### src/rtl/key_matrix_pkg.sv
package key_matrix_pkg;
  localparam int DATA_W   = 8;
  localparam int GROUP_W  = 4;
  localparam int GROUPS   = 2;
  localparam int SEL_LSB  = 4;
  localparam int SEL_W    = GROUPS;
  localparam int SEL_MSB  = SEL_LSB + SEL_W - 1;
  localparam int KEYS_W   = GROUP_W * GROUPS;

  typedef struct packed {
    logic             wrSel;
    logic [SEL_W-1:0] selVal;
  } ctrlStrobe_t;
endpackage

### src/rtl/key_matrix_ctrl.sv
module key_matrix_ctrl
  import key_matrix_pkg::*;
(
  input  logic              clk,
  input  logic              rstN,
  input  logic              cpuSel,
  input  logic              cpuWr,
  input  logic [DATA_W-1:0] cpuWrData,
  output ctrlStrobe_t       strobe
);
  logic unusedBits;

  always_comb begin
    strobe.wrSel  = cpuSel & cpuWr;
    strobe.selVal = cpuWrData[SEL_MSB:SEL_LSB];
  end

  assign unusedBits = ^{cpuWrData[DATA_W-1:SEL_MSB+1], cpuWrData[SEL_LSB-1:0]};

  // no write strobe without the port being selected
  a_r10_no_stray_write: assert property (@(posedge clk) disable iff (!rstN)
    !cpuSel |-> !strobe.wrSel);
endmodule

### src/rtl/key_matrix_datapath.sv
module key_matrix_datapath
  import key_matrix_pkg::*;
(
  input  logic              clk,
  input  logic              rstN,
  input  ctrlStrobe_t       strobe,
  input  logic [KEYS_W-1:0] keyDown,
  output logic [DATA_W-1:0] rdData
);
  logic [SEL_W-1:0]   selReg;
  logic [GROUP_W-1:0] groupHit [GROUPS];
  logic [GROUP_W-1:0] merged;

  always_ff @(posedge clk) begin
    if (!rstN)              selReg <= '1;
    else if (strobe.wrSel)  selReg <= strobe.selVal;
  end

  // Group g is enabled when select bit (GROUPS-1-g) is low.
  for (genvar g = 0; g < GROUPS; g++) begin : g_grp
    assign groupHit[g] = selReg[GROUPS-1-g] ? '0 : keyDown[g*GROUP_W +: GROUP_W];
  end

  always_comb begin
    merged = '0;
    for (int g = 0; g < GROUPS; g++) merged = merged | groupHit[g];
  end

  assign rdData = {{(DATA_W-SEL_MSB-1){1'b1}}, selReg, ~merged};

  a_r7_top_ones: assert property (@(posedge clk) disable iff (!rstN)
    rdData[DATA_W-1:SEL_MSB+1] == '1);
  a_r3_none_reported: assert property (@(posedge clk) disable iff (!rstN)
    rdData[SEL_MSB:SEL_LSB] == '1 |-> rdData[GROUP_W-1:0] == '1);
  a_r2_hold_without_write: assert property (@(posedge clk) disable iff (!rstN)
    !strobe.wrSel |=> $stable(rdData[SEL_MSB:SEL_LSB]));
  a_r8_write_lands: assert property (@(posedge clk) disable iff (!rstN)
    strobe.wrSel |=> rdData[SEL_MSB:SEL_LSB] == $past(strobe.selVal));
endmodule

### src/rtl/key_matrix_port.sv
module key_matrix_port
  import key_matrix_pkg::*;
(
  input  logic        clk,
  input  logic        rstN,
  input  logic        cpuSel,
  input  logic        cpuWr,
  input  logic [7:0]  cpuWrData,
  output logic [7:0]  cpuRdData,
  input  logic [7:0]  keyDown
);
  ctrlStrobe_t strobe;

  key_matrix_ctrl u_ctrl (
    .clk(clk), .rstN(rstN), .cpuSel(cpuSel), .cpuWr(cpuWr),
    .cpuWrData(cpuWrData), .strobe(strobe)
  );

  key_matrix_datapath u_dp (
    .clk(clk), .rstN(rstN), .strobe(strobe), .keyDown(keyDown),
    .rdData(cpuRdData)
  );
endmodule

### config.mk
export PLATFORM = sky130hd
export DESIGN_NAME = key_matrix_port
export DESIGN_NICKNAME = d
export VERILOG_FILES = /design/src/rtl/key_matrix_pkg.sv /design/src/rtl/key_matrix_ctrl.sv /design/src/rtl/key_matrix_datapath.sv /design/src/rtl/key_matrix_port.sv
export SDC_FILE = /design/constraint.sdc
export NUM_CORES = 1
export LEC_CHECK = 0
export BUFFER_PORTS_ARGS = -buffer_cell sky130_fd_sc_hd__buf_2
export CELL_PAD_IN_SITES_DETAIL_PLACEMENT = 0
export CELL_PAD_IN_SITES_GLOBAL_PLACEMENT = 2
export CORE_UTILIZATION = 10
export DETAILED_ROUTE_END_ITERATION = 6
export PLACE_DENSITY = 0.73
export SYNTH_ARGS = -nofsm -noshare
export SYNTH_HDL_FRONTEND = slang
export SYNTH_HIERARCHICAL = 1
export SYNTH_SLANG_ARGS = --single-unit
### constraint.sdc
create_clock -name clk -period 1 [get_ports clk]
set_clock_uncertainty 0.2 [all_clocks]
set_input_delay 0.05 -clock clk [delete_from_list [all_inputs] [get_ports clk]]
set_output_delay 0.05 -clock clk [all_outputs]
set_load 0.02 [all_outputs]
=== Word level (Yosys, flattened, before mapping) ===
Cells that the tools add are included.

* Bits in registers: 2
* Bits in latches: 0
* Memory bits (writable): 0
* ROM bits: 0
* Logic and storage cells: 6
* Memories: 0

* $add $sub $neg: 0
* Multiply operators: 0
* Divide/modulo/power cells: 0
* Magnitude comparators: 0
* Eq/ne operators: 0
* Shift-type cells: 0
* Mux-type cells: 2
* Bitwise operators: 3
* Reduce and logical (&&, ||, !) cells: 0

{| class="wikitable"
|+ Operators by type and width
! kind !! count
|-
| 4-bit 2-to-1 mux || 2
|-
| 4-bit NOT || 1
|-
| 4-bit bitwise OR || 1
|-
| 1-bit bitwise AND || 1
|}

=== Longest topological paths before layout ===
Gate-level depths: netlist (run 1).

* Depth after elaboration: 3
* Depth in mapped cells: 3

=== By module ===
Netlist (run 1), hierarchy kept.

{| class="wikitable"
|+ By module, submodules not included
! module !! instances !! cells an instance !! area each (um^2) !! sequential area each (um^2)
|-
| key_matrix_datapath || 1 || 15 || 148.9 || 40.0
|-
| key_matrix_ctrl || 1 || 3 || 21.3 || 0.0
|}

=== Worst setup path after synthesis (run 1) ===
Ideal clock, no wire load.

* Path type: reg2out
* From: reg u_dp.selReg[1]
* To: out cpuRdData[0]
* Data arrival time: 0.829 ns
* Path slack: -0.079 ns
* Cell stages (with the launch flop): 3
* Path buffers: 0
* Cells stage by stage: dfxtp_1 > inv_2 > a22oi_2

* Longest elaborated chain between the ends: 3

{| class="wikitable"
|+ Ends and longest elaborated chain
! item !! line !! source
|-
| from (decl) || key_matrix_datapath.sv:10 || <nowiki>logic [SEL_W-1:0] selReg;</nowiki>
|-
| from (signal assigned) || key_matrix_datapath.sv:16 || <nowiki>else if (strobe.wrSel) selReg <= strobe.selVal;</nowiki>
|-
| 4-bit 2-to-1 mux || key_matrix_datapath.sv:21 || <nowiki>assign groupHit[g] = selReg[GROUPS-1-g] ? '0 : keyDown[g*GROUP_W +: GROUP_W];</nowiki>
|-
| 4-bit bitwise OR || key_matrix_datapath.sv:26 || <nowiki>for (int g = 0; g < GROUPS; g++) merged = merged | groupHit[g];</nowiki>
|-
| 4-bit NOT || key_matrix_datapath.sv:29 || <nowiki>assign rdData = {{(DATA_W-SEL_MSB-1){1'b1}}, selReg, ~merged};</nowiki>
|-
| to (decl) || key_matrix_port.sv:9 || <nowiki>output logic [7:0] cpuRdData,</nowiki>
|}

Every way passes these cells.

=== Final worst setup path (run 1) ===
* From: reg u_dp.selReg[1]
* To: out cpuRdData[2]

The elaborated chain is that of the path after synthesis.

==> out/results.ini, run 1 <==
[run_status]
status = finished with violations
violations = setup timing

[grt]
antenna_found_initial = 0
use_met2 = 0.1015
grt_use_met3 = 0
grt_usage = 0.05786
grt_pass1_wl_um = 765
met1_usage = 0.05344
grt_max_degree = 6
grt.overflow.total = 0
grt_pass1_vias = 217
grt.busiest_layer = met2

[route]
drt_wl_total_um = 476
firstDrtPassIters = 1
initialDrtViolationCount = 0
vias_per_cell = 3.559
vias = 210
drc = 0
ant_nets = 0
wl_per_cell_um = 8.068

[yosys]
synth_top_area_cell = a22oi_2
ys_warn_count = 6
ys.flop_type = dfxtp_1
yosys-top-cells-count = a22oi_2 (4), buf_4 (4)
synth_edf_count = 0
synthTopCellsByArea = a22oi_2 (29%), dfxtp_1 (24%), buf_4 (18%)
netlist_instances = 18
ys_types = 8
ys_ff_latch = 2
postSynthAreaPerCell_um2 = 9.454
ys_seq_area_frac = 0.2353
synth_area_um2 = 170.2
synth_top_area_frac = 0.2941
synthArstFlopShare = 0

[floorplan]
fp.dieH_um = 43.25
rows = 14
io_pins = 28
dieArea_mm2 = 0.001871
design.core.area_mm2 = 0.001541
initial_core_util = 0.1104
die-width_um = 43.25

[final_layout]
final_nets = 64
reg_top3 = u_dp/selReg (2)
fillers = 192
area_growth_pct = 110.3
largest_register_ff_count = 2
diodes = 0
drive_gt1_frac = 0.7907
fin_util = 0.2321
largest_register = u_dp/selReg

[job]
drv_cap = 0

[setup_path]
r2r_slack_ns = -0.04
r2r_end = u_dp/selReg[1]
cp_num_cells = 3
crit_arrival_ns = 0.95
critPathLaunch = u_dp/selReg[1]
required_ns = 0.75
start_kind = register
critPathCapture = cpuRdData[2]
path_cells = inv_6, a22oi_2, buf_6
cpMaxStageDelayCell = dfxtp_4
max_stage_delay_ns = 0.36
cp_max_fo = 5
worst-setup-path-type = register to primary output
reg2reg_depth = 4
cpLargestDelayFamily = flip-flops
critPathBufInv = 2
rr_startpoint = u_dp/selReg[1]
end_kind = primary output

[timing]
final.setup.tns_ns = -0.7585
finalHoldViolCount = 0
setup_violations = 5
fmax_ghz = 0.8353
period_share = 1.197
grt_setup_unrepaired = yes
slew_violations = 0
fin_ws_ns = -0.1972
min_period_ns = 1.197

[clocking]
clock_latency_ns = 0.22
cts_buffer_depth = 2
clock_sinks = 2
clockRootBuffer = clkbuf_4
clk_pin_slew_ns = 0.04
htree_levels = 1
cts_tree = done
cts_buffers = 3

[min_path]
hold_path_class = input port to register

[placement]
gp_congestion = 0.5605
port_buffers = 19
hpwl_um = 354.6

[pwr]
ir_drop_v = 0.0002285
p_leak_nw = 0.1669
totalPowerFinal_mw = 0.4276
cellPowerDensity_mw_per_mm2 = 1195

cell usage in the layout (no fill, tap or decap):
master and n:
a22oi_2 4, and2_1 1, buf_2 15, buf_4 4, buf_6 2, clkbuf_1 1, clkbuf_4 3, conb_1 2
dfxtp_2 1, dfxtp_4 1, dlygate4sd3_1 3, inv_2 1, inv_6 1, nand2_1 2, o211ai_2 2
cell type report:
cell class,instances,area (um^2),area share
clock buffers,4,26.28,0.07343
inverters,2,12.51,0.03497
multi-input cells,11,96.34,0.2692
flip-flops and latches,2,45.04,0.1259
well taps,16,20.02,0.05594
repair buffers,24,157.7,0.4406
worst reg2reg max path, cell delays in order (launching register included):
cell,delay [ns]
dfxtp_4,0.36
inv_6,0.04
buf_4,0.12
buf_4,0.12
o211ai_2,0.11
worst min-delay path by stage:
stage	cells past startpoint	endpoint	start
after CTS	3	u_dp/selReg[1]	cpuWr
after floorplan	1	u_dp/selReg[1]	rstN
final	3	u_dp/selReg[1]	cpuWr
after global placement	2	u_dp/selReg[1]	rstN
after global routing	3	u_dp/selReg[1]	cpuWr
after detailed placement	2	u_dp/selReg[1]	rstN
report_power, final:
group	internal (mW)	total (mW)	switching (mW)
Sequential	0.0856	0.0906	0.00500
Clock	0.148	0.199	0.0506
Combinational	0.0707	0.138	0.0672
timing repair:
item | CTS | global route
hold buffers | 3 | 0
resized for setup | 5 | 3
setup buffers | 0 | 1
setup endpoints to repair | 4 | 5
pin swaps | 1 | 2
hold endpoints to repair | 2 | 0
routing by layer:
metal  up-vias  routed length [um]
met4         0                   0
li1        106                   -
met1        90                 163
met2        14                 253
met3         0                  59
met5         -                   0
cell families (layout without fill, tap and decap cells):
kind of cell / count (synthesis) / in the layout / synth area share
and+or+nand+nor: 3 / 3 / 0.08092
other: 1 / 2 / 0.02204
AOI/OAI and AO/OA: 6 / 6 / 0.4412
buffers and inverters: 6 / 30 / 0.2206
DFF: 2 / 2 / 0.2353
metrics by stage:
step / setup WS (ns) / std cells / hold slack [ns] / cell area, um^2
floorplan: 0.01145 / 19 / -0.07492 / 178.9
global placement: 0.01373 / 51 / 0.06274 / 271.5
detailed placement: 0.006513 / 51 / 0.06274 / 271.5
CTS: -0.1931 / 58 / 0.01740 / 340.3
global route: -0.2337 / 59 / 0.1084 / 357.8
finish: -0.1972 / 59 / 0.03769 / 357.8
Note: power is estimated with default switching activity, not from simulation.
==> run 2, diff against run 1 <==
--- a/config.mk
+++ b/config.mk
@@ -11,6 +11,7 @@
 export CORE_UTILIZATION = 10
 export DETAILED_ROUTE_END_ITERATION = 6
 export PLACE_DENSITY = 0.73
+export SKIP_CTS_REPAIR_TIMING = 1
 export SYNTH_ARGS = -nofsm -noshare
 export SYNTH_HDL_FRONTEND = slang
 export SYNTH_HIERARCHICAL = 1
==> out/results.ini, run 2 (same netlist as run 1, synthesis figures left out) <==
[setup_path]
crit_arrival_ns = 0.93  ; -0.02 ns
critPathBufInv = 2  ; unchanged
end_kind = primary output
cpMaxStageDelayCell = dfxtp_4
start_kind = register
path_cells = inv_6, a22oi_2, buf_6
worst-setup-path-type = register to primary output
cpLargestDelayFamily = flip-flops
required_ns = 0.75  ; about the same
max_stage_delay_ns = 0.36  ; about the same
cp_max_fo = 5  ; unchanged

[final_layout]
area_growth_pct = 110.3  ; unchanged
largest_register = u_dp/selReg
final_common_cell = buf_2
largest_register_ff_count = 2  ; unchanged
drive_gt1_frac = 0.7907  ; unchanged
diodes = 0  ; unchanged
layoutNonFillerInstCount = 59  ; unchanged
mostFrequentLayoutCells = buf_2 (15), buf_4 (4), a22oi_2 (4)
post-route-cell-area_um2 = 357.8  ; unchanged
final_nets = 64  ; unchanged
reg_top3 = u_dp/selReg (2)

[clocking]
cts_buffer_depth = 2  ; unchanged
htree_levels = 1  ; unchanged
clock_latency_ns = 0.23  ; about the same
cts_buffers = 3  ; unchanged
clockRootBuffer = clkbuf_4
cts_tree = done
clk_pin_slew_ns = 0.04  ; about the same
clock_sinks = 2  ; unchanged

[timing]
grt_setup_unrepaired = yes
finalHoldViolCount = 0  ; unchanged
fin_ws_ns = -0.1754  ; +0.02172 ns
setup_violations = 5  ; unchanged
period_share = 1.175  ; -0.02171
min_period_ns = 1.175  ; -0.02171 ns
slew_violations = 0  ; unchanged
fmax_ghz = 0.8507  ; +1.8%

[route]
ant_nets = 0  ; unchanged
drc = 0  ; unchanged
initialDrtViolationCount = 0  ; unchanged
firstDrtPassIters = 1  ; unchanged
vias = 208  ; -0.95%
wl_per_cell_um = 7.915  ; -1.9%
vias_per_cell = 3.525  ; -0.95%
drt_wl_total_um = 467  ; -1.9%

[grt]
grt_max_degree = 6  ; unchanged
grt_usage = 0.05181  ; -0.006045
grt_pass1_wl_um = 683  ; -11%
grt.overflow.total = 0  ; unchanged
grt_pass1_vias = 196  ; -9.7%
antenna_found_initial = 0  ; unchanged

[min_path]
hold_path_class = input port to register

[pwr]
ir_drop_v = 0.0002265  ; -0.88%
cellPowerDensity_mw_per_mm2 = 1189  ; -0.52%
p_leak_nw = 0.1669  ; about the same

[placement]
hpwl_um = 354.6  ; unchanged
post-place-cells = 51  ; unchanged
dpl_cell_area_um2 = 271.5  ; unchanged
gp_congestion = 0.5605  ; unchanged
port_buffers = 19  ; unchanged

[job]
drv_cap = 0  ; unchanged

[floorplan]
design.core.area_mm2 = 0.001541  ; unchanged
fp.dieH_um = 43.25  ; unchanged
die-width_um = 43.25  ; unchanged
io_pins = 28  ; unchanged
dieArea_mm2 = 0.001871  ; unchanged
rows = 14  ; unchanged
initial_core_util = 0.1104  ; unchanged

[run_status]
status = finished with violations
violations = setup timing

==> run 2: cell counts in the layout (fill, tap and decap cells not counted) <==
Identical to the previous run, type by type.
==> run 2: area by class of cell <==
type | instances | area, um^2
repair buffers | 24 | 157.7
well taps | 16 | 20.02
flip-flops and latches | 2 | 45.04
inverters | 2 | 12.51
multi-input cells | 11 | 96.34
clock buffers | 4 | 26.28
fillers | 191 | 1184
==> run 2: tightest hold or removal path, stage by stage <==
cell and delay [ns]:
buf_2 0.07, and2_1 0.20, o211ai_2 0.10
==> run 2: path summary, 6_finish.rpt <==
| check | from | end | slack, ns | cells past startpoint |
|---|---|---|---|---|
| setup / recovery | u_dp/selReg[1] | cpuRdData[0] | -0.18 | 3 |
| hold / removal | cpuWr | u_dp/selReg[1] | 0.04 | 3 |
| setup reg to reg | u_dp/selReg[1] | u_dp/selReg[1] | -0.03 | 4 |
| hold reg to reg | u_dp/selReg[0] | u_dp/selReg[0] | 0.35 | 2 |
==> run 2: metal layers <==
layer	part of all wire	GRT usage	vias to the layer above
li1	-	-	106
met1	0.34	0.04835	88
met2	0.53	0.08657	14
met3	0.13	0	0
met4	0	0.07273	0
met5	0	0	-
==> run 2: power breakdown <==
part | switching, mW | internal [mW] | total (mW)
clock network | 0.0488 | 0.148 | 0.197
registers | 0.00500 | 0.0856 | 0.0906
logic | 0.0671 | 0.0706 | 0.138
total | 0.121 | 0.304 | 0.425
==> run 2: stage by stage <==
step / TNS [ns] / utilization / worst slack [ns] / total power [mW] / hold WS (ns)
finish: -0.7287 / 0.2321 / -0.1754 / 0.4254 / 0.03892
global placement: 0 / 0.1761 / 0.01373 / 0.2033 / 0.06274
global route: -0.9648 / 0.2321 / -0.2337 / 0.4528 / 0.1082
floorplan: 0 / - / 0.01145 / 0.1636 / -0.07492
CTS: -0.9056 / 0.1932 / -0.2476 / 0.4164 / -0.1812
detailed placement: 0 / 0.1761 / 0.006513 / 0.2036 / 0.06274
